`src/rtl/nand_seq_pkg.sv`:
```
package nand_seq_pkg;

   localparam logic [7:0] OP_LOAD   = 8'h80;
   localparam logic [7:0] OP_CACHE  = 8'h15;
   localparam logic [7:0] OP_FINAL  = 8'h10;
   localparam logic [7:0] OP_STATUS = 8'h70;

   localparam int ADDR_CYCLES = 5;

   typedef enum logic [3:0] {
      S_IDLE,
      S_LOAD,
      S_ADDR,
      S_ADL,
      S_DATA,
      S_CONF,
      S_WAIT,
      S_STCMD,
      S_STRD
   } seq_state_t;

   // Two zero column bytes, then the row from low byte to high byte.
   function automatic logic [7:0] addr_byte(input logic [23:0] row, input logic [2:0] idx);
      case (idx)
         3'd0, 3'd1: addr_byte = 8'h00;
         3'd2:       addr_byte = row[7:0];
         3'd3:       addr_byte = row[15:8];
         default:    addr_byte = row[23:16];
      endcase
   endfunction

endpackage

```
`src/rtl/nand_bus_cycle.sv`:
```
module nand_bus_cycle #(
   parameter int DATA_W  = 8,
   parameter int WC_CLKS = 5
) (
   input  logic              clk,
   input  logic              rst_n,
   input  logic              start,
   input  logic              rd,
   input  logic              cle_i,
   input  logic              ale_i,
   input  logic [DATA_W-1:0] dout_i,
   output logic              busy,
   output logic              done,
   output logic [7:0]        rdata,
   output logic              cle,
   output logic              ale,
   output logic              we_n,
   output logic              re_n,
   output logic [DATA_W-1:0] io_out,
   output logic              io_oe,
   input  logic [DATA_W-1:0] io_in
);

   localparam int LOW = WC_CLKS / 2;
   localparam int CW  = $clog2(WC_CLKS);

   logic [CW-1:0]     cnt_q;
   logic              act_q, rd_q, cle_q, ale_q;
   logic [DATA_W-1:0] dat_q;
   logic [7:0]        rdat_q;
   logic              strobe;

   always_ff @(posedge clk) begin
      if (!rst_n) begin
         cnt_q  <= '0;
         act_q  <= 1'b0;
         rd_q   <= 1'b0;
         cle_q  <= 1'b0;
         ale_q  <= 1'b0;
         dat_q  <= '0;
         rdat_q <= '0;
      end else begin
         if (start && !act_q) begin
            act_q <= 1'b1;
            cnt_q <= '0;
            rd_q  <= rd;
            cle_q <= cle_i;
            ale_q <= ale_i;
            dat_q <= dout_i;
         end else if (act_q) begin
            if (cnt_q == CW'(WC_CLKS - 1)) act_q <= 1'b0;
            else                           cnt_q <= cnt_q + 1'b1;
         end
         if (act_q && rd_q && cnt_q == CW'(LOW - 1)) rdat_q <= io_in[7:0];
      end
   end

   assign strobe = act_q && (cnt_q < CW'(LOW));
   assign busy   = act_q;
   assign done   = act_q && (cnt_q == CW'(WC_CLKS - 1));
   assign rdata  = rdat_q;
   assign we_n   = !(strobe && !rd_q);
   assign re_n   = !(strobe && rd_q);
   assign cle    = act_q && cle_q;
   assign ale    = act_q && ale_q;
   assign io_out = dat_q;
   assign io_oe  = act_q && !rd_q;

   // the sequencer only launches a cycle on an idle engine
   p_start_idle_r11: assert property (@(posedge clk) disable iff (!rst_n)
      start |-> !busy);

   // bus value is held for the whole cycle
   p_io_stable_r11: assert property (@(posedge clk) disable iff (!rst_n)
      (busy && $past(busy)) |-> $stable(io_out));

endmodule

```
`src/rtl/nand_ready_wait.sv`:
```
module nand_ready_wait #(
   parameter int WB_CLKS  = 10,
   parameter int TMO_CLKS = 70000
) (
   input  logic clk,
   input  logic rst_n,
   input  logic start,
   input  logic rb_n,
   output logic ready,
   output logic tmo
);

   localparam int LIM = (WB_CLKS > TMO_CLKS) ? WB_CLKS : TMO_CLKS;
   localparam int CW  = $clog2(LIM + 1);

   logic          guard_q, watch_q;
   logic [CW-1:0] cnt_q;
   logic          at_limit;

   assign at_limit = (cnt_q == CW'(TMO_CLKS - 1));
   assign ready    = watch_q && rb_n;
   assign tmo      = watch_q && !rb_n && at_limit;

   always_ff @(posedge clk) begin
      if (!rst_n) begin
         guard_q <= 1'b0;
         watch_q <= 1'b0;
         cnt_q   <= '0;
      end else if (start) begin
         guard_q <= 1'b1;
         watch_q <= 1'b0;
         cnt_q   <= '0;
      end else if (guard_q) begin
         if (cnt_q == CW'(WB_CLKS - 1)) begin
            guard_q <= 1'b0;
            watch_q <= 1'b1;
            cnt_q   <= '0;
         end else begin
            cnt_q <= cnt_q + 1'b1;
         end
      end else if (watch_q) begin
         if (rb_n || at_limit) watch_q <= 1'b0;
         else                  cnt_q   <= cnt_q + 1'b1;
      end
   end

   // a new wait is never started while one is running
   p_no_restart_r7: assert property (@(posedge clk) disable iff (!rst_n)
      start |-> (!guard_q && !watch_q));

   // a timeout follows a busy level already seen on the previous clock
   p_tmo_busy_r10: assert property (@(posedge clk) disable iff (!rst_n)
      tmo |-> $past(!rb_n));

endmodule

```
`src/rtl/nand_cache_prog_seq.sv`:
```
module nand_cache_prog_seq
   import nand_seq_pkg::*;
#(
   parameter int DATA_W     = 8,
   parameter int ROW_W      = 24,
   parameter int PG_W       = 8,
   parameter int PAGE_UNITS = 2112,
   parameter int WC_CLKS    = 5,
   parameter int ADL_CLKS   = 7,
   parameter int WB_CLKS    = 10,
   parameter int TMO_CLKS   = 70000
) (
   input  logic              clk,
   input  logic              rst_n,
   input  logic              req_valid,
   output logic              req_ready,
   input  logic [ROW_W-1:0]  req_row,
   input  logic [PG_W-1:0]   req_pages,
   input  logic [DATA_W-1:0] data_in,
   output logic              data_take,
   output logic              done,
   output logic              err,
   output logic              timed_out,
   output logic [7:0]        status,
   output logic              cle,
   output logic              ale,
   output logic              ce_n,
   output logic              we_n,
   output logic              re_n,
   output logic [DATA_W-1:0] io_out,
   output logic              io_oe,
   input  logic [DATA_W-1:0] io_in,
   input  logic              rb_n
);

   localparam int UW  = (PAGE_UNITS > 1) ? $clog2(PAGE_UNITS) : 1;
   localparam int AW  = $clog2(ADL_CLKS + 1);

   generate
      if (!(DATA_W == 8 || DATA_W == 16)) begin : g_bad_width
         $error("DATA_W must be 8 or 16");
      end
      if (ROW_W < 1 || ROW_W > 24) begin : g_bad_row
         $error("ROW_W must be 1..24");
      end
      if (WC_CLKS < 2 || ADL_CLKS < 1 || WB_CLKS < 1 || TMO_CLKS < 2 || PAGE_UNITS < 1) begin : g_bad_timing
         $error("timing counts out of range");
      end
   endgenerate

   seq_state_t        st_q;
   logic [ROW_W-1:0]  row_q;
   logic [PG_W-1:0]   left_q;
   logic [2:0]        idx_q;
   logic [UW-1:0]     unit_q;
   logic [AW-1:0]     tick_q;
   logic [7:0]        status_q;
   logic              err_q, tmo_q, done_q;

   logic              eng_start, eng_rd, eng_cle, eng_ale, eng_busy, eng_done;
   logic [DATA_W-1:0] eng_dout;
   logic [7:0]        eng_rdata;
   logic [7:0]        ctl_byte;
   logic [DATA_W-1:0] ctl_bus;
   logic              w_start, w_ready, w_tmo;
   logic              last_page, accept;

   // byte-wide control values ride on the low lane of a wide bus
   generate
      if (DATA_W == 8) begin : g_bus8
         assign ctl_bus = ctl_byte;
      end else begin : g_bus16
         assign ctl_bus = {{(DATA_W - 8){1'b0}}, ctl_byte};
      end
   endgenerate

   assign last_page = (left_q == PG_W'(1));
   assign accept    = req_valid && (st_q == S_IDLE) && (req_pages != '0);

   always_comb begin
      eng_start = 1'b0;
      eng_rd    = 1'b0;
      eng_cle   = 1'b0;
      eng_ale   = 1'b0;
      ctl_byte  = 8'h00;
      eng_dout  = ctl_bus;
      case (st_q)
         S_LOAD:  begin eng_start = !eng_busy; eng_cle = 1'b1; ctl_byte = OP_LOAD; end
         S_ADDR:  begin eng_start = !eng_busy; eng_ale = 1'b1; ctl_byte = addr_byte(24'(row_q), idx_q); end
         S_DATA:  begin eng_start = !eng_busy; eng_dout = data_in; end
         S_CONF:  begin eng_start = !eng_busy; eng_cle = 1'b1; ctl_byte = last_page ? OP_FINAL : OP_CACHE; end
         S_STCMD: begin eng_start = !eng_busy; eng_cle = 1'b1; ctl_byte = OP_STATUS; end
         S_STRD:  begin eng_start = !eng_busy; eng_rd  = 1'b1; end
         default: ;
      endcase
   end

   assign data_take = (st_q == S_DATA) && !eng_busy;
   assign w_start   = (st_q == S_CONF) && eng_done;

   always_ff @(posedge clk) begin
      if (!rst_n) begin
         st_q     <= S_IDLE;
         row_q    <= '0;
         left_q   <= '0;
         idx_q    <= '0;
         unit_q   <= '0;
         tick_q   <= '0;
         status_q <= '0;
         err_q    <= 1'b0;
         tmo_q    <= 1'b0;
         done_q   <= 1'b0;
      end else begin
         done_q <= 1'b0;
         case (st_q)
            S_IDLE: if (accept) begin
               row_q  <= req_row;
               left_q <= req_pages;
               err_q  <= 1'b0;
               tmo_q  <= 1'b0;
               st_q   <= S_LOAD;
            end
            S_LOAD: if (eng_done) begin
               idx_q <= '0;
               st_q  <= S_ADDR;
            end
            S_ADDR: if (eng_done) begin
               if (idx_q == 3'(ADDR_CYCLES - 1)) begin
                  tick_q <= '0;
                  st_q   <= S_ADL;
               end else begin
                  idx_q <= idx_q + 1'b1;
               end
            end
            S_ADL: begin
               if (tick_q == AW'(ADL_CLKS - 1)) begin
                  unit_q <= '0;
                  st_q   <= S_DATA;
               end else begin
                  tick_q <= tick_q + 1'b1;
               end
            end
            S_DATA: if (eng_done) begin
               if (unit_q == UW'(PAGE_UNITS - 1)) st_q <= S_CONF;
               else                              unit_q <= unit_q + 1'b1;
            end
            S_CONF: if (eng_done) st_q <= S_WAIT;
            S_WAIT: begin
               if (w_tmo) begin
                  status_q <= 8'h00;
                  err_q    <= 1'b1;
                  tmo_q    <= 1'b1;
                  done_q   <= 1'b1;
                  st_q     <= S_IDLE;
               end else if (w_ready) begin
                  if (last_page) begin
                     st_q <= S_STCMD;
                  end else begin
                     left_q <= left_q - 1'b1;
                     row_q  <= row_q + 1'b1;
                     st_q   <= S_LOAD;
                  end
               end
            end
            S_STCMD: if (eng_done) st_q <= S_STRD;
            S_STRD: if (eng_done) begin
               status_q <= eng_rdata;
               err_q    <= eng_rdata[0];
               done_q   <= 1'b1;
               st_q     <= S_IDLE;
            end
            default: st_q <= S_IDLE;
         endcase
      end
   end

   nand_bus_cycle #(.DATA_W(DATA_W), .WC_CLKS(WC_CLKS)) u_cycle (
      .clk    (clk),
      .rst_n  (rst_n),
      .start  (eng_start),
      .rd     (eng_rd),
      .cle_i  (eng_cle),
      .ale_i  (eng_ale),
      .dout_i (eng_dout),
      .busy   (eng_busy),
      .done   (eng_done),
      .rdata  (eng_rdata),
      .cle    (cle),
      .ale    (ale),
      .we_n   (we_n),
      .re_n   (re_n),
      .io_out (io_out),
      .io_oe  (io_oe),
      .io_in  (io_in)
   );

   nand_ready_wait #(.WB_CLKS(WB_CLKS), .TMO_CLKS(TMO_CLKS)) u_wait (
      .clk   (clk),
      .rst_n (rst_n),
      .start (w_start),
      .rb_n  (rb_n),
      .ready (w_ready),
      .tmo   (w_tmo)
   );

   assign req_ready = (st_q == S_IDLE);
   assign ce_n      = (st_q == S_IDLE);
   assign done      = done_q;
   assign err       = err_q;
   assign timed_out = tmo_q;
   assign status    = status_q;

   // command and address latches are never raised together
   p_cle_ale_excl_r3: assert property (@(posedge clk) disable iff (!rst_n)
      !(cle && ale));

   // completion is a single-clock pulse
   p_done_pulse_r9: assert property (@(posedge clk) disable iff (!rst_n)
      done |=> !done);

   // with the chip deselected the bus is quiet
   p_idle_quiet_r1: assert property (@(posedge clk) disable iff (!rst_n)
      ce_n |-> (we_n && re_n && !io_oe));

   // a consumed unit becomes a host-driven data cycle
   p_take_data_r5: assert property (@(posedge clk) disable iff (!rst_n)
      data_take |=> (io_oe && !cle && !ale));

endmodule

```
`config.mk`:
```
export PLATFORM = sky130hd
export DESIGN_NAME = nand_cache_prog_seq
export DESIGN_NICKNAME = d
export VERILOG_FILES = /design/src/rtl/nand_seq_pkg.sv /design/src/rtl/nand_bus_cycle.sv /design/src/rtl/nand_ready_wait.sv /design/src/rtl/nand_cache_prog_seq.sv
export SDC_FILE = /design/constraint.sdc
export NUM_CORES = 1
export LEC_CHECK = 0
export BUFFER_PORTS_ARGS = -buffer_cell sky130_fd_sc_hd__buf_2
export CORE_MARGIN = 1
export CORE_UTILIZATION = 55
export CTS_CLUSTER_DIAMETER = 200
export DETAILED_ROUTE_END_ITERATION = 12
export PLACE_DENSITY = 0.77
export SKIP_CTS_REPAIR_TIMING = 1
export SLEW_MARGIN = 20
export SYNTH_ARGS = -nofsm -noshare
export SYNTH_HDL_FRONTEND = slang
export SYNTH_SLANG_ARGS = --single-unit
export TNS_END_PERCENT = 100
```
`constraint.sdc`:
```
create_clock -name clk -period 2.3 [get_ports clk]
set_input_delay 0.115 -clock clk [delete_from_list [all_inputs] [get_ports clk]]
set_output_delay 0.115 -clock clk [all_outputs]
set_load 0.01 [all_outputs]
```
==> flow_metrics.py, run 1 <==
metrics = {
    "setup_path": {
        "r2r-end": "st_q[0]",
        "rr_startpoint": "unit_q[0]",
        "crit_chain": "ha_2 > and4b_1 > a31oi_2 > a211oi_2 > buf_4 > nand4_1 > buf_4 > or3_1 > a21boi_1",
        "cpPeakStageDelay_ns": 0.37,
        "worstSetupPathType": "flip-flop to flip-flop",
        "crit_required_ns": 2.63,
        "worstPathArrival_ns": 2.53,
        "crit_path_end_kind": "flip-flop",
        "rr_worst_depth": 9,
        "reg2reg_setup_slack_ns": 0.10,
        "cp-start-kind": "flip-flop",
        "cp_common_cell": "buf_4",
        "cp_max_fo": 9,
        "cp_slowest_cell": "dfxtp_2",
    },
    "yosys": {
        "synth_nets": 838,
        "synth.top_cells.by_count": "dfxtp_1, nand2_1, nor2_1",
        "synth_enable_flop_cells": 0,
        "ys_types": 68,
        "yosys_warnings": 0,
        "yosysSeqAreaShare": 0.355,
        "async_flop_share": 0,
        "synth_most_common_cell": "dfxtp_1",
        "syn_inst": 770,
        "synthesis.area_mm2": 0.00604,
        "synth_seq_cells": 107,
        "synth_ff_type": "dfxtp_1",
        "yosys.area.top_type": "dfxtp_1",
        "avgSynthCellArea_um2": 7.85,
        "synth.top_cells.by_area": "dfxtp_1, nand2_1, nor2_1",
        "synth_top_area_share": 0.355,
    },
    "sta": {
        "tightest_slew_ns": 0.679,
        "finClkSkew_ns": 0.0107,
        "final.min_clock_period_ns": 2.20,
        "tns_ns": 0,
        "hold_viol_final": 1,
        "worst_slack_ns": 0.102,
        "slew_headroom": 0.544,
        "rsz0062_at_grt": "true",
        "hold_slack_ns": -0.00315,
        "min_period_over_period": 0.956,
        "finalSetupViolCount": 0,
        "drv_slew": 0,
        "max_freq_mhz": 455,
    },
    "drt": {
        "post-route-drc-count": 0,
        "postRouteAntennaNets": 0,
        "drtIter0Drc": 574,
        "routed_wl_um": 16000,
        "wire_per_inst_um": 16.0,
        "viasPerCell": 5.99,
        "vias": 5995,
        "dr.pass1.iters": 6,
    },
    "power": {
        "vdd_drop_max_v": 0.000672,
        "pwr-share-comb": 0.358,
        "power_density_mw_per_mm2": 782,
        "power_switching_mw": 2.13,
        "p_sw_frac": 0.389,
        "clkPwrFrac": 0.197,
        "leakage_nw": 2.79,
        "p_int_mw": 3.35,
        "p_seq_frac": 0.446,
    },
    "grt": {
        "grt-ovfl-total": 0,
        "grt_max_degree": 52,
        "antenna_found_initial": 0,
        "grt_usage": 0.283,
        "grt_pass1_wl_um": 26000,
        "grt_pass1_vias": 5567,
    },
    "placement": {
        "place_congestion": 0.922,
        "hpwl_um": 11300,
        "numPortBuffers": 78,
        "dp_slack_ns": 0.0545,
    },
    "floorplan": {
        "die_h_um": 107,
        "io_pins": 79,
        "core.rowCount": 37,
        "initial_core_util": 0.575,
        "core_mm2": 0.0105,
        "dieArea_mm2": 0.0114,
        "die_w_um": 107,
    },
    "outcome": {
        "outcome": "finished with violations",
        "failed_checks": "negative hold slack",
    },
    "clocking": {
        "clkLatencyLatePin_ns": 0.39,
        "clockBufferDepth": 2,
        "numCtsBuffers": 9,
        "path_clk_slew_ns": 0.11,
        "cts_tree": "done",
        "cts_root_buf": "clkbuf_8",
        "htree_levels": 3,
        "cts.sinks": 107,
    },
    "layout": {
        "nets": 928,
        "utilization": 0.668,
        "fillCellCount": 914,
        "n_antenna_cell": 0,
        "drive_gt1_frac": 0.176,
        "syn_to_final_growth_pct": 16.2,
    },
    "min_path": {
        "holdPathStages": 3,
        "hold_end": "u_cycle.rdata[7]",
        "hold_path_class": "input port to flip-flop",
        "hold_start": "io_in[7]",
    },
    "flow_run": {
        "cap_violations": 0,
    },
}
-- through the flow --
step	hold slack [ns]	power, mW	instance area (um^2)	std cells
2_1_floorplan	0.250	3.74	6040	770
3_3_place_gp	0.370	4.30	6720	975
3_5_place_dp	0.362	4.38	6720	975
4_1_cts	-0.0638	5.45	6900	991
5_1_grt	0.00222	5.81	7020	1001
6_report	-0.00315	5.49	7020	1001
-- metal layers --
layer / up-vias / wire [um] / global-route usage
li1: 2940 / - / -
met1: 2862 / 6990 / 0.351
met2: 168 / 7810 / 0.480
met3: 25 / 883 / 0.0663
met4: 0 / 315 / 0.0969
met5: - / 0 / 0
-- power by group through the flow --
stage          clock network [mW]  registers (mW)  logic [mW]
2_1_floorplan                   0            2.38        1.36
3_3_place_gp                    0            2.46        1.85
3_5_place_dp                    0            2.47        1.91
4_1_cts                      1.10            2.43        1.92
5_1_grt                      1.17            2.48        2.16
6_report                     1.08            2.44        1.96
-- worst max-delay path, delay by kind of cell, from the launching register on --
kind                       cells  cell delay [ns]
DFF                            1             0.37
AOI/OAI and AO/OA              3             0.62
and+or+nand+nor                3             0.64
adders and majority gates      1             0.19
buffers and inverters          2             0.34
-- worst max path at each step --
stage | startpoint | to | slack, ns | cells after the start
after global placement | unit_q[0] | st_q[0] | 0.13 | 9
after floorplan | u_wait.cnt_q[0] | u_wait.cnt_q[10] | 0.21 | 10
final | unit_q[0] | st_q[0] | 0.10 | 9
after global routing | u_wait.cnt_q[0] | u_wait.cnt_q[13] | -0.01 | 7
after CTS | unit_q[0] | st_q[0] | -0.006 | 9
after detailed placement | unit_q[0] | st_q[0] | 0.05 | 9
-- final cells by class --
cell class | count | area [um^2] | area share
clock buffer | 9 | 124 | 0.0177
clock inverter | 7 | 53.8 | 0.00767
inverter | 17 | 63.8 | 0.00909
multi-input combinational | 596 | 3640 | 0.519
sequential | 107 | 2150 | 0.306
tap | 136 | 170 | 0.0242
timing repair buffer | 129 | 821 | 0.117
-- flip-flops by register name (all words and copies together), names as in the netlist, 4 cells and up --
name and count:
left_q 8, row_q 24, st_q 4, status 8, u_cycle.io_out 8, u_cycle.rdata 8
u_wait.cnt_q 17, unit_q 12
-- kinds of logic after synthesis --
| kind of cell | after synthesis | share of synthesized area |
|---|---|---|
| DFF | 107 | 0.355 |
| and+or+nand+nor | 324 | 0.264 |
| buffers and inverters | 67 | 0.0487 |
| AOI/OAI and AO/OA | 226 | 0.254 |
| muxes | 6 | 0.00994 |
| xor gates and xnor gates | 24 | 0.0348 |
| adders and majority gates | 16 | 0.0331 |
-- layout by cell type (no fill, tap or decap), types with 22 or more instances in the layout --
cell,instances
nor2b_1,22
buf_4,40
nor2_1,78
a21boi_1,27
nand2_1,106
buf_2,78
o21ai_1,28
nand3_1,26
a21oi_1,34
dfxtp_1,104
o21ai_0,35
Note: power is estimated with default switching activity, not from simulation.
==> run 2: changes to the inputs <==
Settings changed: SETUP_SLACK_MARGIN from default to 0.2.
==> flow_metrics.py, run 2 (same netlist as run 1, synthesis figures left out) <==
metrics = {
    "outcome": {
        "outcome": "finished with violations",
        "failed_checks": "negative hold slack",
    },
    "grt": {
        "antenna_found_initial": 0,
        "grt_usage": 0.283,
        "grt_pass1_vias": 5567,
        "grt-ovfl-total": 0,
        "grt_max_degree": 52,
        "grt_pass1_wl_um": 26000,
    },
    "sta": {
        "finClkSkew_ns": 0.0107,
        "finalSetupViolCount": 0,
        "max_freq_mhz": 468,
        "hold_viol_final": 1,
        "drv_slew": 0,
        "final.min_clock_period_ns": 2.14,
        "tightest_slew_ns": 0.690,
        "rsz0062_at_grt": "true",
        "tns_ns": 0,
        "hold_slack_ns": -0.00585,
        "min_period_over_period": 0.929,
        "slew_headroom": 0.537,
    },
    "power": {
        "leakage_nw": 2.87,
        "clkPwrFrac": 0.193,
        "p_int_mw": 3.41,
        "power_density_mw_per_mm2": 772,
        "p_sw_frac": 0.389,
        "vdd_drop_max_v": 0.000664,
        "pwr-share-comb": 0.367,
        "power_switching_mw": 2.17,
        "p_seq_frac": 0.440,
    },
    "clocking": {
        "cts.sinks": 107,
        "numCtsBuffers": 9,
        "cts_tree": "done",
        "htree_levels": 3,
        "cts_root_buf": "clkbuf_8",
        "clockBufferDepth": 2,
        "clkLatencyLatePin_ns": 0.40,
        "path_clk_slew_ns": 0.10,
    },
    "placement": {
        "hpwl_um": 11300,
        "post_dp_cell_area_mm2": 0.00672,
        "numPortBuffers": 78,
        "place_congestion": 0.922,
    },
    "layout": {
        "layout_top_registers": "row_q x24, u_wait.cnt_q x17, unit_q x12",
        "n_antenna_cell": 0,
        "largest_reg_flops": 24,
        "final_common_cell": "nand2_1",
        "drive_gt1_frac": 0.211,
        "nets": 936,
        "syn_to_final_growth_pct": 19.7,
        "largest-register": "row_q",
        "design_area_mm2": 0.00723,
        "layout_common_cells": "nand2_1, dfxtp_1, buf_2",
    },
    "floorplan": {
        "die_h_um": 107,
        "dieArea_mm2": 0.0114,
        "die_w_um": 107,
        "io_pins": 79,
        "core_mm2": 0.0105,
        "initial_core_util": 0.575,
        "core.rowCount": 37,
    },
    "drt": {
        "dr.pass1.iters": 7,
        "wire_per_inst_um": 16.2,
        "vias": 6077,
        "routed_wl_um": 16400,
        "postRouteAntennaNets": 0,
        "drtIter0Drc": 610,
        "post-route-drc-count": 0,
        "viasPerCell": 6.02,
    },
    "setup_path": {
        "worstPathArrival_ns": 2.46,
        "cp_max_fo": 5,
        "worstSetupPathType": "flip-flop to flip-flop",
        "crit_path_end_kind": "flip-flop",
        "crit_required_ns": 2.63,
        "cp-start-kind": "flip-flop",
    },
    "flow_run": {
        "cap_violations": 0,
    },
    "min_path": {
        "hold_path_class": "input port to flip-flop",
    },
}
==> run 2: cell type report <==
type / instances / area (um^2)
Clock inverter: 7 / 53.8
Sequential cell: 107 / 2160
Inverter: 17 / 63.8
Timing Repair Buffer: 136 / 882
Multi-Input combinational cell: 597 / 3780
Tap cell: 136 / 170
Clock buffer: 9 / 124
Fill cell: 884 / 3280
==> run 2: stage by stage <==
stage | setup slack (ns) | instances | power, mW | utilization
2_1_floorplan | 0.206 | 770 | 3.74 | -
4_1_cts | -0.00614 | 991 | 5.45 | 0.656
6_report | 0.164 | 1009 | 5.58 | 0.688
3_5_place_dp | 0.0545 | 975 | 4.38 | 0.639
5_1_grt | 0.0706 | 1009 | 5.91 | 0.688
3_3_place_gp | 0.129 | 975 | 4.30 | 0.639
==> run 2: worst paths after layout <==
| kind | cells after the start | to | slack [ns] | startpoint |
|---|---|---|---|---|
| worst min-delay path | 3 | u_cycle.rdata[7] | -0.006 | io_in[7] |
| worst max register to register | 9 | st_q[0] | 0.16 | unit_q[0] |
| worst max-delay path | 9 | st_q[0] | 0.16 | unit_q[0] |
| worst min register to register | 2 | u_cycle.cle_q | 0.48 | u_cycle.cle_q |
==> run 2: power by group through the flow <==
stage                     clock network (mW)  registers [mW]  logic, mW
after CTS                               1.10            2.43       1.92
final                                   1.08            2.45       2.05
after detailed placement                   0            2.47       1.91
after global routing                    1.17            2.49       2.25
after global placement                     0            2.46       1.85
after floorplan                            0            2.38       1.36
==> run 2: routing by layer <==
metal	global-route usage	up-vias	routed length, um	part of all wire
li1	-	2956	-	-
met1	0.351	2901	7080	0.43
met2	0.480	191	8100	0.49
met3	0.0663	29	875	0.053
met4	0.0969	0	319	0.019
met5	0	-	0	0
==> run 2: worst max-delay path, stage by stage, from the launching register on <==
cell	delay, ns
dfxtp_4	0.38
ha_4	0.14
and4b_1	0.23
a31oi_4	0.12
a211oi_2	0.30
buf_4	0.16
nand4_1	0.13
buf_6	0.17
or3_1	0.31
a21boi_1	0.14
==> run 3: changes to the inputs <==
Settings changed: CELL_PAD_IN_SITES_DETAIL_PLACEMENT from default to 0, CELL_PAD_IN_SITES_GLOBAL_PLACEMENT from default to 1, CORE_UTILIZATION 55 to 39, PLACE_DENSITY 0.77 to default, PLACE_DENSITY_LB_ADDON from default to 0.1.
Clock period 2.3 ns to 1.96 ns, I/O delays scaled along.
==> flow_metrics.py, run 3 (same netlist as run 1, synthesis figures left out) <==
metrics = {
    "layout": {
        "nets": 1029,
        "largest-register": "row_q",
        "fin_cells": 1153,
        "n_antenna_cell": 0,
        "largest_reg_flops": 24,
        "layout_common_cells": "buf_4, nand2_1, dfxtp_1",
        "design_area_mm2": 0.00875,
        "final_common_cell": "buf_4",
        "syn_to_final_growth_pct": 44.8,
        "drive_gt1_frac": 0.372,
        "layout_top_registers": "row_q x24, u_wait.cnt_q x17, unit_q x12",
    },
    "power": {
        "p_total_mw": 8.11,
        "leakage_nw": 3.55,
        "power_density_mw_per_mm2": 927,
        "vdd_drop_max_v": 0.000514,
    },
    "sta": {
        "worst_slack_ns": -0.0835,
        "max_freq_mhz": 489,
        "finalSetupViolCount": 33,
        "min_period_over_period": 1.04,
        "drv_slew": 0,
        "hold_viol_final": 4,
        "finClkSkew_ns": 0.00762,
        "rsz0062_at_grt": "true",
        "slew_headroom": 0.649,
        "hold_slack_ns": -0.0142,
        "tightest_slew_ns": 0.526,
        "final.min_clock_period_ns": 2.04,
    },
    "setup_path": {
        "crit_chain": "or4_4 > nor4b_4 > nor3_2 > o21ai_4 > buf_6 > buf_4 > o21ai_1 > and3_1",
        "crit_required_ns": 2.21,
        "crit_path_end_kind": "flip-flop",
        "worstPathArrival_ns": 2.30,
        "cp_slowest_cell": "or4_4",
        "cpPeakStageDelay_ns": 0.55,
        "cp-start-kind": "flip-flop",
        "cp_max_fo": 8,
        "worstSetupPathType": "flip-flop to flip-flop",
    },
    "placement": {
        "numPortBuffers": 78,
        "post_dp_cell_area_mm2": 0.00751,
        "dp_slack_ns": -0.0673,
        "place_inst": 1097,
        "place_congestion": 0.871,
        "hpwl_um": 12800,
    },
    "grt": {
        "grt_max_degree": 47,
        "antenna_found_initial": 0,
        "grt_pass1_vias": 5766,
        "grt-ovfl-total": 0,
        "grt_pass1_wl_um": 28500,
        "grt_usage": 0.222,
    },
    "floorplan": {
        "die_w_um": 126,
        "io_pins": 79,
        "dieArea_mm2": 0.0160,
        "die_h_um": 126,
        "core.rowCount": 45,
        "initial_core_util": 0.399,
        "core_mm2": 0.0151,
    },
    "drt": {
        "post-route-drc-count": 2,
        "routed_wl_um": 18600,
        "drtIter0Drc": 571,
        "wire_per_inst_um": 16.1,
        "dr.pass1.iters": 11,
        "vias": 6324,
        "postRouteAntennaNets": 0,
        "viasPerCell": 5.48,
    },
    "outcome": {
        "failed_checks": "design-rule violations, negative hold slack, negative setup slack",
        "outcome": "finished with violations",
    },
    "clocking": {
        "clkLatencyLatePin_ns": 0.36,
        "cts_root_buf": "clkbuf_16",
        "cts.sinks": 107,
        "numCtsBuffers": 9,
        "cts_tree": "done",
        "clockBufferDepth": 2,
        "htree_levels": 3,
        "path_clk_slew_ns": 0.07,
    },
    "flow_run": {
        "cap_violations": 0,
    },
    "min_path": {
        "hold_path_class": "input port to flip-flop",
    },
}
run 3: cell types whose count changed in the layout (fill, tap and decap cells not counted), sizes merged:
cell,previous run,this run
clkinvlp,3,1
clkbuf,9,10
dlygate4sd3,9,1
bufinv,0,1
inv,18,20
buf,127,227
clkinv,3,1
run 3: final timing paths:
| kind | from | endpoint | slack, ns | cells after the start |
|---|---|---|---|---|
| setup / recovery | left_q[5] | left_q[0] | -0.08 | 8 |
| hold / removal | io_in[2] | u_cycle.rdata[2] | -0.01 | 3 |
| setup reg to reg | left_q[5] | left_q[0] | -0.08 | 8 |
| hold reg to reg | u_cycle.ale_q | u_cycle.ale_q | 0.46 | 2 |
run 3: where the power goes:
part | internal [mW] | switching [mW] | total, mW
clock | 1.00 | 0.868 | 1.87
sequential | 2.49 | 0.306 | 2.80
combinational | 1.69 | 1.75 | 3.44
run 3: through the flow:
stage	setup TNS, ns	util
floorplan	0	-
global placement	-0.609	0.496
detailed placement	-0.657	0.496
CTS	-1.32	0.515
global route	-5.59	0.578
finish	-1.25	0.578
run 3: worst max-delay path: cells and delay by family, from the launching register on:
kind	cells	cell delay, ns
buffers and inverters	2	0.29
AO/OA/AOI/OAI	2	0.22
flip-flops	1	0.32
AND/OR/NAND/NOR	4	1.12
run 3: layout make-up:
class | count | area (um^2)
inverter | 17 | 66.3
sequential | 107 | 2170
tap | 188 | 235
multi-input combinational | 597 | 4250
clock buffer | 9 | 225
clock inverter | 6 | 72.6
timing repair buffer | 229 | 1720
fill | 1333 | 6400
run 3: routing by layer:
layer	vias up	routed length, um	track usage
met5	-	0	0
met4	0	269	0.0808
met3	19	668	0.0249
met2	144	8800	0.358
met1	3012	8860	0.305
li1	3149	-	-
